<file path="src/rtl/rlq_pkg.sv">
package rlq_pkg;
    parameter int unsigned RLQ_DEPTH = 16;
    parameter int unsigned RLQ_TAG_W = 4;
    parameter int unsigned RLQ_PAY_W = 16;
    parameter int unsigned RLQ_BUD_W = 4;
    parameter int unsigned RLQ_NPOP  = 2;
endpackage

</file>
<file path="src/rtl/rlq_store.sv">
module rlq_store #(
    parameter int unsigned DEPTH = 16,
    parameter int unsigned TAG_W = 4,
    parameter int unsigned PAY_W = 16,
    parameter int unsigned NPOP  = 2,
    parameter int unsigned CNT_W = $clog2(DEPTH + 1),
    parameter int unsigned POPW  = $clog2(NPOP + 1)
) (
    input  logic                    clk,
    input  logic                    rst_n,
    input  logic                    flush,
    input  logic                    push,
    input  logic [TAG_W-1:0]        push_tag,
    input  logic [PAY_W-1:0]        push_pay,
    input  logic [POPW-1:0]         pop_n,
    output logic [CNT_W-1:0]        count,
    output logic [NPOP*TAG_W-1:0]   head_tag,
    output logic [NPOP*PAY_W-1:0]   head_pay
);
    localparam int unsigned PTR_W = $clog2(DEPTH);

    typedef struct packed {
        logic [DEPTH-1:0][TAG_W-1:0] tags;
        logic [DEPTH-1:0][PAY_W-1:0] pays;
        logic [PTR_W-1:0]            rd;
        logic [PTR_W-1:0]            wr;
        logic [CNT_W-1:0]            cnt;
    } store_t;

    store_t st_d, st_q;

    always_comb begin
        st_d = st_q;
        if (flush) begin
            st_d.rd  = '0;
            st_d.wr  = '0;
            st_d.cnt = '0;
        end else begin
            if (push) begin
                st_d.tags[st_q.wr] = push_tag;
                st_d.pays[st_q.wr] = push_pay;
                st_d.wr            = st_q.wr + PTR_W'(1);
            end
            st_d.rd  = st_q.rd + PTR_W'(pop_n);
            st_d.cnt = st_q.cnt + CNT_W'(push) - CNT_W'(pop_n);
        end
    end

    always_ff @(posedge clk) begin
        if (!rst_n) st_q <= '0;
        else        st_q <= st_d;
    end

    assign count = st_q.cnt;

    for (genvar i = 0; i < NPOP; i++) begin : g_head
        logic [PTR_W-1:0] idx;
        assign idx = st_q.rd + PTR_W'(i);
        assign head_tag[i*TAG_W +: TAG_W] = st_q.tags[idx];
        assign head_pay[i*PAY_W +: PAY_W] = st_q.pays[idx];
    end
endmodule

</file>
<file path="src/rtl/rlq_budget.sv">
module rlq_budget #(
    parameter int unsigned BUD_W = 4,
    parameter int unsigned CNT_W = 5,
    parameter int unsigned NPOP  = 2,
    parameter int unsigned POPW  = $clog2(NPOP + 1)
) (
    input  logic [BUD_W-1:0] issue_width,
    input  logic [BUD_W-1:0] other_used,
    input  logic [CNT_W-1:0] count,
    input  logic             flush,
    output logic [POPW-1:0]  pop_n
);
    logic [BUD_W-1:0] room;
    logic [31:0]      n;

    always_comb begin
        room = (issue_width > other_used) ? (issue_width - other_used) : '0;
        n = 32'(NPOP);
        if (32'(room) < n)  n = 32'(room);
        if (32'(count) < n) n = 32'(count);
        if (flush)          n = '0;
        pop_n = POPW'(n);
    end
endmodule

</file>
<file path="src/rtl/rlq_flags.sv">
module rlq_flags #(
    parameter int unsigned TAG_W = 4,
    parameter int unsigned NT    = 1 << TAG_W
) (
    input  logic             clk,
    input  logic             rst_n,
    input  logic             flush,
    input  logic             set_valid,
    input  logic [TAG_W-1:0] set_tag,
    input  logic             clr_valid,
    input  logic [TAG_W-1:0] clr_tag,
    output logic [NT-1:0]    delayed
);
    typedef struct packed {
        logic [NT-1:0] dly;
    } flags_t;

    flags_t fl_d, fl_q;

    always_comb begin
        fl_d = fl_q;
        if (flush) begin
            fl_d.dly = '0;
        end else begin
            if (clr_valid) fl_d.dly[clr_tag] = 1'b0;
            if (set_valid) fl_d.dly[set_tag] = 1'b1;
        end
    end

    always_ff @(posedge clk) begin
        if (!rst_n) fl_q <= '0;
        else        fl_q <= fl_d;
    end

    assign delayed = fl_q.dly;
endmodule

</file>
<file path="src/rtl/load_replay_queue.sv">
module load_replay_queue
    import rlq_pkg::*;
#(
    parameter int unsigned DEPTH = RLQ_DEPTH,
    parameter int unsigned TAG_W = RLQ_TAG_W,
    parameter int unsigned PAY_W = RLQ_PAY_W,
    parameter int unsigned BUD_W = RLQ_BUD_W,
    parameter int unsigned NPOP  = RLQ_NPOP
) (
    input  logic                     clk,
    input  logic                     rst_n,
    input  logic                     flush,
    input  logic                     defer_valid,
    input  logic [TAG_W-1:0]         defer_tag,
    input  logic [PAY_W-1:0]         defer_payload,
    input  logic [BUD_W-1:0]         issue_width,
    input  logic [BUD_W-1:0]         other_used,
    input  logic                     clr_valid,
    input  logic [TAG_W-1:0]         clr_tag,
    input  logic [(1<<TAG_W)-1:0]    scan_vec,
    output logic [NPOP-1:0]          replay_valid,
    output logic [NPOP*TAG_W-1:0]    replay_tag,
    output logic [NPOP*PAY_W-1:0]    replay_payload,
    output logic                     activity,
    output logic                     overflow,
    output logic [(1<<TAG_W)-1:0]    delayed_vec,
    output logic [(1<<TAG_W)-1:0]    violation_vec
);
    localparam int unsigned CNT_W = $clog2(DEPTH + 1);
    localparam int unsigned POPW  = $clog2(NPOP + 1);
    localparam int unsigned NT    = 1 << TAG_W;

    logic [CNT_W-1:0] count;
    logic [POPW-1:0]  pop_n;
    logic             full;
    logic             accept;

    assign full     = (count == CNT_W'(DEPTH));
    assign overflow = defer_valid && full;
    assign accept   = defer_valid && !full && !flush;

    rlq_budget #(.BUD_W(BUD_W), .CNT_W(CNT_W), .NPOP(NPOP), .POPW(POPW)) u_budget (
        .issue_width (issue_width),
        .other_used  (other_used),
        .count       (count),
        .flush       (flush),
        .pop_n       (pop_n)
    );

    rlq_store #(.DEPTH(DEPTH), .TAG_W(TAG_W), .PAY_W(PAY_W), .NPOP(NPOP),
                .CNT_W(CNT_W), .POPW(POPW)) u_store (
        .clk      (clk),
        .rst_n    (rst_n),
        .flush    (flush),
        .push     (accept),
        .push_tag (defer_tag),
        .push_pay (defer_payload),
        .pop_n    (pop_n),
        .count    (count),
        .head_tag (replay_tag),
        .head_pay (replay_payload)
    );

    rlq_flags #(.TAG_W(TAG_W), .NT(NT)) u_flags (
        .clk       (clk),
        .rst_n     (rst_n),
        .flush     (flush),
        .set_valid (accept),
        .set_tag   (defer_tag),
        .clr_valid (clr_valid),
        .clr_tag   (clr_tag),
        .delayed   (delayed_vec)
    );

    for (genvar i = 0; i < NPOP; i++) begin : g_valid
        assign replay_valid[i] = (32'(pop_n) > 32'(i));
    end

    assign activity      = (count != '0) || (other_used != '0);
    assign violation_vec = scan_vec & ~delayed_vec;
endmodule

</file>
<file path="config.mk">
export PLATFORM = sky130hd
export DESIGN_NAME = load_replay_queue
export DESIGN_NICKNAME = d
export VERILOG_FILES = /design/src/rtl/rlq_pkg.sv /design/src/rtl/rlq_store.sv /design/src/rtl/rlq_budget.sv /design/src/rtl/rlq_flags.sv /design/src/rtl/load_replay_queue.sv
export SDC_FILE = /design/constraint.sdc
export NUM_CORES = 1
export LEC_CHECK = 0
export BUFFER_PORTS_ARGS = -buffer_cell sky130_fd_sc_hd__buf_2
export CAP_MARGIN = 20
export CORE_MARGIN = 2
export CORE_UTILIZATION = 43
export CTS_BUF_LIST = sky130_fd_sc_hd__clkbuf_4
export DETAILED_ROUTE_END_ITERATION = 16
export GPL_ROUTABILITY_DRIVEN = 0
export HOLD_SLACK_MARGIN = 0.12
export SYNTH_ARGS = -nofsm -noshare
export SYNTH_HDL_FRONTEND = slang
export SYNTH_HIERARCHICAL = 1
export SYNTH_SLANG_ARGS = --single-unit
</file>
<file path="constraint.sdc">
create_clock -name clk -period 6.34 [get_ports clk]
set_input_delay 0.634 -clock clk [delete_from_list [all_inputs] [get_ports clk]]
set_output_delay 0.634 -clock clk [all_outputs]
set_load 0.1 [all_outputs]
</file>
==> impl_results.md, run 1 <==
* Status: completed
* RSZ-0062 raised after global routing: no
* Total length of routed wires at approximately 65000 µm
* Fraction of registers with async set or reset after synthesis at 0%
* # setup viols final at 0
* First-pass GRT wire length at between 90000 and 100000 µm
* Required @ worst endpoint at 5.71 ns
* Drc violations at 0
* CTS Buf Count at 95
* # rows at just under 80
* DR vias at ~17000
* Mapped cell area at 19400 µm²
* Initial drt markers at between 1500 and 2000
* P&R area growth vs syn at 9.46%
* CTS tree: done
* Tmin final at just under 5 ns
* Mapped Cells at approximately 2300
* Share of the synthesized area in the top cell type at 36.0%
* Post-CTS Hold Fix Bufs at 0
* Post-synthesis sequential area ratio at 36.0%
* Area occupied by multi-input gates at 11300 µm²
* Slew headroom at between 20 and 25%
* Worst Setup End Kind: output port
* Post-CTS Resized at 0
* Initial core utilization at 43.7%
* Vias in the first global route at approximately 17000
* Crit-path max FO at 44
* Ys flop type: dfxtp_1
* Clk Latency, worst-skew pair at 0.82 ns
* Clock Skews at between 0.05 and 0.06 ns
* Area contributors post-synth: dfxtp_1, nand2_1, a21boi_0
* Via density at 5.78
* Io pins at 129
* Share of layout cells above drive strength 1 at 17.9%
* Syn Area/Cell at about 8.5 µm²
* Die Y at between 200 and 250 µm
* ANT nets after route at 0
* Leakage at around 7.2 nW
* Distinct cells, synth at 59
* Area of the core at roughly 44000 µm²
* Cell Pwr Density at ~270 nW/µm²
* DP Cell Count at 2807
* H-Tree Depth at 3
* Clock Sinks at between 300 and 400
* Final slew viol count at 0
* GR Overflow Total at 0
* Maximum clock insertion buffer count at 3
* Post-synth EDFFs at 0
* Die area at roughly 47000 µm²
* Max Cap Viol at 0
* Ratio of final minimum period to clock period at around three quarters
* Final nets at ~2400
* Postcts setup bufs at 0
* Final Hold Viols at 0
* Largest net degree at the start of global routing at roughly 140
* Achievable frequency at between 200 and 250 MHz
* Setup CP Type: reg -> out
* First-pass DRT Iterations at 5
* Synthesis-stage register bit count at around 350
* Startpoint types: register
* Count of port buffers added during placement at roughly 130
* Post-DR wirelength/cell at between 20 and 25 µm
* Slew of the pin with the lowest slew margin at about 1.2 ns
* CTS Root Cell: clkbuf_4
* Post-Syn Nets at between 2000 and 2500
* Final instance count without filler cells at approximately 3000
* Final HPWL DP at about 40000 µm
* All-Layer GR Usage at between 20% and 30%
* Clk pin slew, worst setup/hold paths at approximately 0.07 ns
* Yosys warnings at 6
* Die X at roughly 220 µm
* Worst Hold Class: in -> reg
* Fill count at 4189
* Storage cell area at roughly 7000 µm²
* Arrival time worst endpoint at ~4.2 ns
* Cell taking the most area after synthesis: dfxtp_1
* Antenna violations before repair at 2
* Worst vdd ir at roughly 0.00019 V
* Setup tns final at 0 ns
## layout make-up
cell class,count,area share (%)
inverters,14,0.247
well taps,592,3.49
repair buffers,161,4.59
clock buffers,140,4.95
clock inverters,28,0.624
diodes,1,0.0118
flip-flops and latches,349,32.9
multi-input cells,1691,53.2
## cell families after synthesis
kind of cell,Yosys count,synth area share (%)
AOI/OAI and AO/OA,470,19.2
xor gates and xnor gates,14,0.767
adders and majority gates,22,1.53
buffers and inverters,241,6.07
DFF,349,36.0
muxes,202,15.6
other,1,0.0193
and+or+nand+nor,982,20.8
## power by group
| part | switching [W] | internal [W] |
|---|---|---|
| clock network | 0.000980 | 0.00104 |
| logic | 0.00103 | 0.000406 |
| registers | 0.0000396 | 0.00221 |
## path summary, 6_finish.rpt
check                    start                  to  slack [ns]  cells after the start
min          defer_payload[14]    u_store/st_q[27]        0.24                      3
max reg2reg   u_store/count[2]    u_store/count[4]        3.20                     12
max            u_store/st_q[9]  replay_payload[19]        1.48                      6
min reg2reg   u_store/st_q[75]    u_store/st_q[75]        0.47                      2
## cells in the final DEF (no fill, tap or decap), types with 3 or more instances in the layout
cell type	netlist	routed
a32o_1	35	35
dfxtp_1	349	347
and3_1	5	5
clkbuf_4	3	140
o21ai_0	23	23
nand2_1	827	827
nand4_1	6	6
fa_1	3	3
buf_16	0	3
nor3_1	5	4
nand3_1	45	45
nor2b_1	25	23
xor2_1	6	5
nand3b_1	4	4
a21boi_0	304	304
nand2b_1	4	4
a21boi_1	16	16
a221oi_1	42	42
buf_2	37	127
clkinv_1	0	24
a22oi_1	20	20
xnor2_1	6	6
a21oi_1	7	7
mux2i_1	122	122
buf_4	15	28
a221oi_2	18	18
inv_1	14	14
nor2_1	17	16
and2_1	22	22
ha_1	19	18
mux4_2	80	80
## cell usage after synthesis (3+ instances only)
cell	n
nor2_1	17
a22oi_1	20
buf_4	15
buf_1	6
mux4_2	80
nor3_1	5
nand2b_1	4
fa_1	3
clkbuf_8	9
and2_1	22
xnor2_1	6
clkbuf_4	3
a221oi_1	42
ha_1	19
a21oi_1	7
inv_1	14
nand3b_1	4
nand3_1	45
a21boi_1	16
dfxtp_1	349
nor2b_1	25
a21boi_0	304
mux2i_1	122
a32o_1	35
nand2_1	827
buf_2	37
buf_6	5
nand4_1	6
o21ai_0	23
xor2_1	6
clkbuf_1	150
a221oi_2	18
and3_1	5
## worst max-delay path: stages (launching register included)
cell	delay, ns
dfxtp_4	0.70
ha_2	0.27
buf_4	0.59
and2_1	1.02
nand3_1	0.15
a32o_1	0.36
buf_2	0.32
## sequential cells by signal, indices dropped and copies added, names as in the netlist
signal	count
u_flags/delayed	16
u_store/st_q	328
u_store/count	5
## stage by stage
| step | instance area, µm² | worst slack, ns | total power (W) | hold slack (ns) | utilization, % |
|---|---|---|---|---|---|
| 6_report | 21200 | 1.48 | 0.00571 | 0.245 | 47.8 |
| 5_1_grt | 21200 | 1.36 | 0.00594 | 0.230 | 47.8 |
| 4_1_cts | 21200 | 1.45 | 0.00576 | 0.175 | 47.8 |
| 3_5_place_dp | 20100 | 1.42 | 0.00373 | 0.464 | 45.2 |
| 3_3_place_gp | 20000 | 1.51 | 0.00372 | 0.457 | 44.9 |
| 2_1_floorplan | 19400 | 1.76 | 0.00348 | 0.445 | - |
## metal layers
layer	vias to the layer above	wire, µm	track usage (%)
li1	7971	-	-
met1	8263	27900	36.6
met2	786	29600	43.9
met3	171	5360	5.16
met4	2	2460	12.0
met5	-	16	0
Power figures use the tool's default switching activity.
==> run 2, diff against run 1 <==
clock period = 4.55 ns   (was 6.34 ns; I/O delays follow)
==> run 2 against run 1 <==
Flip-flop and latch count unchanged. Total power increased by 41%. First-iteration DRC count decreased by 8.9%. Sequential power increased by 39%. Critical path type unchanged. Critical endpoint is now replay_tag[7].
==> impl_results.md, run 2 (synthesis results as in run 1) <==
* Status: completed
* Max FFs per register at 328 (unchanged)
* Hold_sp: flush
* Cell Pwr Density at 373 nW/µm² (+39%)
* Ratio of final minimum period to clock period at ~93%
* Slew headroom at 19.7% (-0.48 points)
* Share of layout cells above drive strength 1 at 17.8% (-0.042 points)
* Area of the core at 44400 µm² (unchanged)
* Drc violations at 0 (unchanged)
* Maximum clock insertion buffer count at 3 (unchanged)
* Die Y at 216 µm (unchanged)
* Post-place setup slack at -0.00174 ns (-1.42 ns)
* Worst Setup End Kind: output port
* Commonest non-fill, non-tap cell in the layout: nand2_1
* CTS Buf Count at 93 (-2.1%)
* RSZ-0062 raised after global routing: no
* Post-DR wirelength/cell at 21.2 µm (-3.3%)
* Most frequent cells in the layout: nand2_1, dfxtp_1, a21boi_0
* Setup CP Type: reg -> out
* Initial core utilization at 43.7% (unchanged)
* Clk Latency, worst-skew pair at 0.80 ns (-0.02 ns)
* Die area at 46900 µm² (unchanged)
* Worst vdd ir at 0.000259 V (+40%)
* H-Tree Depth at 3 (unchanged)
* Postcts setup bufs at 0 (unchanged)
* All-Layer GR Usage at 27.1% (-0.48 points)
* Achievable frequency at 236 MHz
* ANT nets after route at 0 (unchanged)
* Startpoint types: register
* Largest net degree at the start of global routing at 247 (+82%)
* Via density at 5.73 (-0.89%)
* Initial drt markers at 1394 (-8.9%)
* Setup slack after layout at 0.307 ns (-1.17 ns)
* GR Overflow Total at 0 (unchanged)
* Final HPWL DP at 39200 µm (-1.7%)
* Clock Sinks at 349 (unchanged)
* Antenna violations before repair at 2 (unchanged)
* Leakage at 7.40 nW (+2.3%)
* Arrival time worst endpoint at 3.79 ns (-0.44 ns)
* Max Cap Viol at 0 (unchanged)
* Total length of routed wires at 63800 µm (-2.4%)
* Pwr Total at 0.00807 W (+41%)
* P&R area growth vs syn at 11.5%
* Worst setup path start: u_store/st_q[9]
* Biggest register: u_store/st_q
* Io pins at 129 (unchanged)
* CTS tree: done
* DR vias at 17200 (+0.047%)
* Required @ worst endpoint at 4.09 ns (-1.62 ns)
* First-pass GRT wire length at 98200 µm (-0.96%)
* Fill count at 4220 (+0.74%)
* Final slew viol count at 0 (unchanged)
* # rows at 77 (unchanged)
* Final Hold Viols at 0 (unchanged)
* Die X at 216 µm (unchanged)
* Clk pin slew, worst setup/hold paths at 0.07 ns (about the same)
* Final nets at 2417 (+1.3%)
* Vias in the first global route at 16700 (-0.41%)
* Post-CTS Resized at 0 (unchanged)
* Crit-path max FO at 60 (+36%)
* Post-layout util at 48.7% (+0.88 points)
* # setup viols final at 0 (unchanged)
* CTS Root Cell: clkbuf_4
* Worst r2r src: u_store/count[3]
* Slew of the pin with the lowest slew margin at 1.20 ns (+0.00720 ns)
* Tmin final at between 4 and 5 ns
* Worst Hold Class: in -> reg
* Count of port buffers added during placement at 128 (unchanged)
* Clock Skews at 0.0378 ns (-0.0152 ns)
* First-pass DRT Iterations at 6 (+1)
run 2: cell count changes in the layout (fill, tap and decap cells not counted), sizes merged:
cell and change:
buf +2, bufinv +1, clkbuf +2, clkinv -7
dlygate4sd3 +30
run 2: cell type report:
| class | count | area, µm² | share of cell area, % |
|---|---|---|---|
| clock inverters | 22 | 135 | 0.624 |
| clock buffers | 142 | 1070 | 4.93 |
| diodes | 1 | 2.50 | 0.0116 |
| multi-input cells | 1691 | 11300 | 52.2 |
| flip-flops and latches | 349 | 6990 | 32.3 |
| repair buffers | 193 | 1350 | 6.24 |
| inverters | 14 | 52.6 | 0.243 |
| well taps | 592 | 741 | 3.42 |
run 2: timing repair:
item	CTS	global route
hold buffers	30	0
hold endpoints to repair	334	0
setup endpoints to repair	0	0
run 2: path summary, 6_finish.rpt:
| kind | slack, ns | end | cells after the start |
|---|---|---|---|
| setup / recovery | 0.31 | replay_tag[7] | 7 |
| hold / removal | 0.25 | u_store/st_q[9] | 3 |
| setup reg to reg | 1.28 | u_store/st_q[30] | 8 |
| hold reg to reg | 0.48 | u_store/st_q[75] | 2 |
run 2: power breakdown:
group	total [W]	leakage, nW	internal, W	switching [W]
clock network	0.00287	0.718	0.00152	0.00135
logic	0.00208	3.87	0.000622	0.00146
registers	0.00312	2.81	0.00308	0.0000402
run 2: worst max-delay path: stages, from the launching register on:
cell,delay (ns)
dfxtp_4,0.49
ha_2,0.33
xnor2_4,0.13
buf_4,0.69
mux2i_1,0.19
a221oi_1,0.35
a32o_1,0.28
buf_2,0.46
run 2: stage by stage:
stage / setup TNS, ns / hold slack [ns] / cell area, µm² / instances
2_1_floorplan: 0 / 0.445 / 19400 / 2281
3_3_place_gp: 0 / 0.456 / 20000 / 2804
3_5_place_dp: -0.00174 / 0.463 / 20100 / 2805
4_1_cts: 0 / 0.172 / 21600 / 2999
5_1_grt: 0 / 0.250 / 21600 / 3004
6_report: 0 / 0.248 / 21600 / 3004
run 2: per-layer routing:
| layer | share of wire [%] | vias up | global-route usage [%] |
|---|---|---|---|
| met5 | 0.013 | - | 0 |
| met4 | 3.1 | 2 | 11.9 |
| met3 | 7.4 | 118 | 5.22 |
| met2 | 46 | 699 | 43.2 |
| met1 | 43 | 8356 | 35.8 |
| li1 | - | 8026 | - |
